[config.mk]
export PLATFORM = sky130hd
export DESIGN_NAME = bus_hold_arbiter
export DESIGN_NICKNAME = d
export VERILOG_FILES = /design/src/rtl/bha_pkg.sv /design/src/rtl/bha_sync.sv /design/src/rtl/bha_quiet.sv /design/src/rtl/bha_fsm.sv /design/src/rtl/bus_hold_arbiter.sv
export SDC_FILE = /design/constraint.sdc
export NUM_CORES = 1
export LEC_CHECK = 0
export ABC_CLOCK_PERIOD_IN_PS = 900
export CORE_AREA = 2 2 39 41
export CTS_BUF_LIST = sky130_fd_sc_hd__clkbuf_16
export CTS_CLUSTER_DIAMETER = 120
export DETAILED_ROUTE_END_ITERATION = 16
export DIE_AREA = 0 0 41 43
export RECOVER_POWER = 25
export SETUP_SLACK_MARGIN = 0.05
export SLEW_MARGIN = 20
export SYNTH_ARGS = -nofsm -noshare
export SYNTH_HDL_FRONTEND = slang
export SYNTH_SLANG_ARGS = --single-unit
export TNS_END_PERCENT = 10
[constraint.sdc]
create_clock -name clk -period 0.9 [get_ports clk]
set_input_delay 0.18 -clock clk [delete_from_list [all_inputs] [get_ports clk]]
set_output_delay 0.18 -clock clk [all_outputs]
set_load 0.01 [all_outputs]
[src/rtl/bha_pkg.sv]
package bha_pkg;

   typedef enum logic [1:0] {
      ST_OWN     = 2'd0,
      ST_GRANT   = 2'd1,
      ST_RECLAIM = 2'd2
   } arb_state_t;

   localparam int NUM_BLOCKERS = 3;

endpackage

[src/rtl/bha_sync.sv]
module bha_sync #(
   parameter int STAGES = 2
) (
   input  logic clk,
   input  logic rst_n,
   input  logic d,
   output logic q
);
   generate
      if (STAGES < 2) begin : g_bad_stages
         $error("bha_sync: STAGES must be at least 2");
      end
   endgenerate

   logic [STAGES-1:0] chain;

   always_ff @(posedge clk or negedge rst_n) begin
      if (!rst_n) chain <= '0;
      else        chain <= {chain[STAGES-2:0], d};
   end

   assign q = chain[STAGES-1];
endmodule

[src/rtl/bha_quiet.sv]
module bha_quiet #(
   parameter int WIDTH = 3
) (
   input  logic [WIDTH-1:0] blockers,
   output logic             quiet
);
   generate
      if (WIDTH < 1) begin : g_bad_width
         $error("bha_quiet: WIDTH must be positive");
      end
   endgenerate

   assign quiet = ~|blockers;
endmodule

[src/rtl/bha_fsm.sv]
module bha_fsm
   import bha_pkg::*;
(
   input  logic clk,
   input  logic rst_n,
   input  logic hold_s,
   input  logic quiet,
   input  logic refresh_req,
   output logic hold_ack,
   output logic bus_float,
   output logic cs_force_high,
   output logic refresh_gnt
);
   arb_state_t state_q, state_d;

   always_comb begin
      state_d = state_q;
      unique case (state_q)
         ST_OWN: begin
            if (!refresh_req && hold_s && quiet) state_d = ST_GRANT;
         end
         ST_GRANT: begin
            if (!hold_s)          state_d = ST_OWN;
            else if (refresh_req) state_d = ST_RECLAIM;
         end
         ST_RECLAIM: begin
            if (!hold_s) state_d = ST_OWN;
         end
         default: state_d = ST_OWN;
      endcase
   end

   always_ff @(posedge clk or negedge rst_n) begin
      if (!rst_n) state_q <= ST_OWN;
      else        state_q <= state_d;
   end

   assign hold_ack      = (state_q == ST_GRANT);
   assign cs_force_high = (state_q != ST_OWN);
   assign bus_float     = (state_q != ST_OWN) || !rst_n;
   assign refresh_gnt   = (state_q == ST_OWN) && refresh_req && rst_n;
endmodule

[src/rtl/bus_hold_arbiter.sv]
module bus_hold_arbiter #(
   parameter int SYNC_STAGES = 2
) (
   input  logic clk,
   input  logic rst_n,
   input  logic hold_req,
   input  logic cycle_busy,
   input  logic locked_seq,
   input  logic dma_active,
   input  logic refresh_req,
   output logic hold_ack,
   output logic bus_float,
   output logic cs_force_high,
   output logic refresh_gnt
);
   localparam int NB = bha_pkg::NUM_BLOCKERS;

   logic          hold_s;
   logic          quiet;
   logic [NB-1:0] blockers;

   assign blockers = {dma_active, locked_seq, cycle_busy};

   bha_sync #(.STAGES(SYNC_STAGES)) u_sync (
      .clk  (clk),
      .rst_n(rst_n),
      .d    (hold_req),
      .q    (hold_s)
   );

   bha_quiet #(.WIDTH(NB)) u_quiet (
      .blockers(blockers),
      .quiet   (quiet)
   );

   bha_fsm u_fsm (
      .clk          (clk),
      .rst_n        (rst_n),
      .hold_s       (hold_s),
      .quiet        (quiet),
      .refresh_req  (refresh_req),
      .hold_ack     (hold_ack),
      .bus_float    (bus_float),
      .cs_force_high(cs_force_high),
      .refresh_gnt  (refresh_gnt)
   );
endmodule

==> metrics <==
outcome complete, but fails checks; failing checks negative setup slack; period utilization 134%; die width 41 microns; Max Freq 828 MHz; arrival time at the worst endpoint 1.03 ns; setup repair after global routing missed its margin true; fraction of layout cells with a size suffix above 1 58.8%; combinational family with the most area after synthesis simple AND/OR/NAND/NOR gates; CTS buffer count 3; clock skew 0.00260 ns; maximum vdd drop 1.64 mV; aggregate routed wire length 395 microns; startpoint type of the worst setup path register; ant diodes 0; synthesis-to-layout area growth 161%; CTS tree yes; HP Class input pin to asynchronous set/reset pin; clock transition at the register clock pins on the worst setup and hold paths after CTS 0.03 ns; instance count of the mapped netlist 15; Detailed Route Iter0 Violations 1; via count 169; number of clock sinks seen by CTS 4; sum of negative setup slack -1.24 ns; number of hold-slack violations in the final timing report 0; Layout Nets 43; post-synthesis instance area 169 sq um; initial core utilization 12.2%; adder-cell area share of the yosys netlist 0%; number of nets produced by synthesis 22; via count of the first global-routing pass 170; pwr/cell area 2170 mW/mm^2; largest driver fanout on the critical path 2; Avg Inst Size Synth 11.3 sq um; min cycle time layout 1.21 ns; number of max-cap violations 0; top cells by area, synth sky130_fd_sc_hd__dfrtp_1, sky130_fd_sc_hd__o211a_1, sky130_fd_sc_hd__and2b_2; area share of the leading cell type in the synthesized netlist 59.3%; die extent in y 43 microns; remaining number of nets flagged by the antenna check after routing 0; pin count of the biggest net entering global routing 6; Core ar. 0.00138 sq mm; maximum level of the CTS H-tree 1; required time of the worst setup path 0.72 ns; clock insertion delay at the later pin of the skew report 0.22 ns; placed standard-cell area 332 sq um; max-slew violation total from the final report 0; overflow left after global routing 0; routed vias/inst 3.38; Yosys warnings 0; post-route cell area 440 sq um; Post-Synth XOR/XNOR Area 0%; nature of the critical path endpoint primary output; total I/O pin count 11; hold slack 0.292 ns; first-pass GRT wire length 614 microns; max-slew headroom at the worst pin 89.8%; mux share of post-synthesis cell area 0%; Hold-fix buffers, CTS 0; root buffer cell sky130_fd_sc_hd__clkbuf_16; Port Buffers 10; register bit count reported by yosys 4; total routing resource utilization after global routing 5.84%; Pleak 0.214 nW; sequential cell area fraction in the yosys report 59.3%; standard-cell row count 14; compound-cell area share of the yosys netlist 10.4%; clock tree buffer depth 2; wire per inst 7.90 microns; final-report setup violation count 6; Pre-Repair DR Iteration Count 2; simple-gate share of the synthesized area 28.1%; initial antenna violation count 0; Worst-Margin Slew 0.152 ns; routability congestion estimate from global placement 0.667; final core occ 31.8%; cell type with the largest total area after synthesis sky130_fd_sc_hd__dfrtp_1; detailed-route DRC error count 0; worst setup path class register to primary output; die outline area 0.00176 sq mm; Unique masters post-synth 12; setup slack after layout -0.308 ns; internal reg-to-reg setup slack -0.05 ns
## critical path: stages (launching register included)
cell and delay [ns]:
sky130_fd_sc_hd__dfrtp_1 0.39, sky130_fd_sc_hd__buf_6 0.12, sky130_fd_sc_hd__and2b_2 0.18, sky130_fd_sc_hd__buf_6 0.11
## cell families (layout without fill, tap and decap cells)
family,after synthesis,in the layout
simple gates,8,8
flops,4,4
compound gates,2,2
buf+inv,1,20
## cell usage in the layout (no fill, tap or decap), types with 3 or more instances in the layout
| cell | n |
|---|---|
| sky130_fd_sc_hd__dfrtp_1 | 4 |
| sky130_fd_sc_hd__clkbuf_16 | 3 |
| sky130_fd_sc_hd__clkdlybuf4s50_1 | 6 |
| sky130_fd_sc_hd__buf_6 | 6 |
| sky130_fd_sc_hd__buf_4 | 4 |
## timing repair
action,4_1_cts,5_1_grt
resized for setup,22,4
setup endpoints to repair,5,6
hold endpoints to repair,0,0
pin swaps,4,0
setup buffers,1,0
## area by class of cell
type	instances	area, sq um
multi-input cells	10	83.8
repair buffers	16	158
well taps	16	20.0
inverters	1	3.75
flip-flops and latches	4	100
clock buffers	3	75.1
fillers	140	943
## sequential cells by signal (all words and copies together) (netlist names)
register,count
u_sync.chain,2
u_fsm.state_q,2
## final timing paths
| kind | start | end | cells after the start |
|---|---|---|---|
| hold / removal | rst_n | u_sync.chain[1]$_DFF_PN0_ | 2 |
| min in group clk | u_sync.chain[0]$_DFF_PN0_ | u_sync.chain[1]$_DFF_PN0_ | 0 |
| setup reg to reg | u_fsm.state_q[0]$_DFFE_PN0P_ | u_fsm.state_q[1]$_DFFE_PN0P_ | 4 |
| max in group asynchronous | rst_n | u_fsm.state_q[1]$_DFFE_PN0P_ | 2 |
| hold reg to reg | u_sync.chain[0]$_DFF_PN0_ | u_sync.chain[1]$_DFF_PN0_ | 0 |
| setup / recovery | u_fsm.state_q[0]$_DFFE_PN0P_ | hold_ack | 3 |
## where the power goes
part	switching (W)	total [W]	internal [W]	leakage, nW
clock network	0.000112	0.000678	0.000566	0.0370
logic	0.0000273	0.0000889	0.0000617	0.126
registers	0.00000310	0.000191	0.000187	0.0510
## synth_stat cells
| cell type | instances |
|---|---|
| sky130_fd_sc_hd__a21boi_1 | 1 |
| sky130_fd_sc_hd__and2b_2 | 1 |
| sky130_fd_sc_hd__and3_1 | 1 |
| sky130_fd_sc_hd__dfrtp_1 | 4 |
| sky130_fd_sc_hd__inv_1 | 1 |
| sky130_fd_sc_hd__nand2_1 | 1 |
| sky130_fd_sc_hd__nand2b_1 | 1 |
| sky130_fd_sc_hd__nand3b_1 | 1 |
| sky130_fd_sc_hd__nor2_1 | 1 |
| sky130_fd_sc_hd__nor2_2 | 1 |
| sky130_fd_sc_hd__nor3_1 | 1 |
| sky130_fd_sc_hd__o211a_1 | 1 |
## metal layers
layer,up-vias,wire length (microns),track usage (%)
met4,0,0,4.00
met3,0,28,4.71
met1,74,195,6.80
met5,-,0,0
met2,7,172,6.88
li1,88,-,-
## through the flow
step                setup slack, ns  std cells  total power (W)
finish                       -0.308         50         0.000958
global route                 -0.340         50         0.000997
floorplan                -0.0000803         15         0.000211
global placement             -0.661         46         0.000271
detailed placement           -0.664         46         0.000271
CTS                          -0.313         50         0.000964
Note: power is estimated with default switching activity, not from simulation.
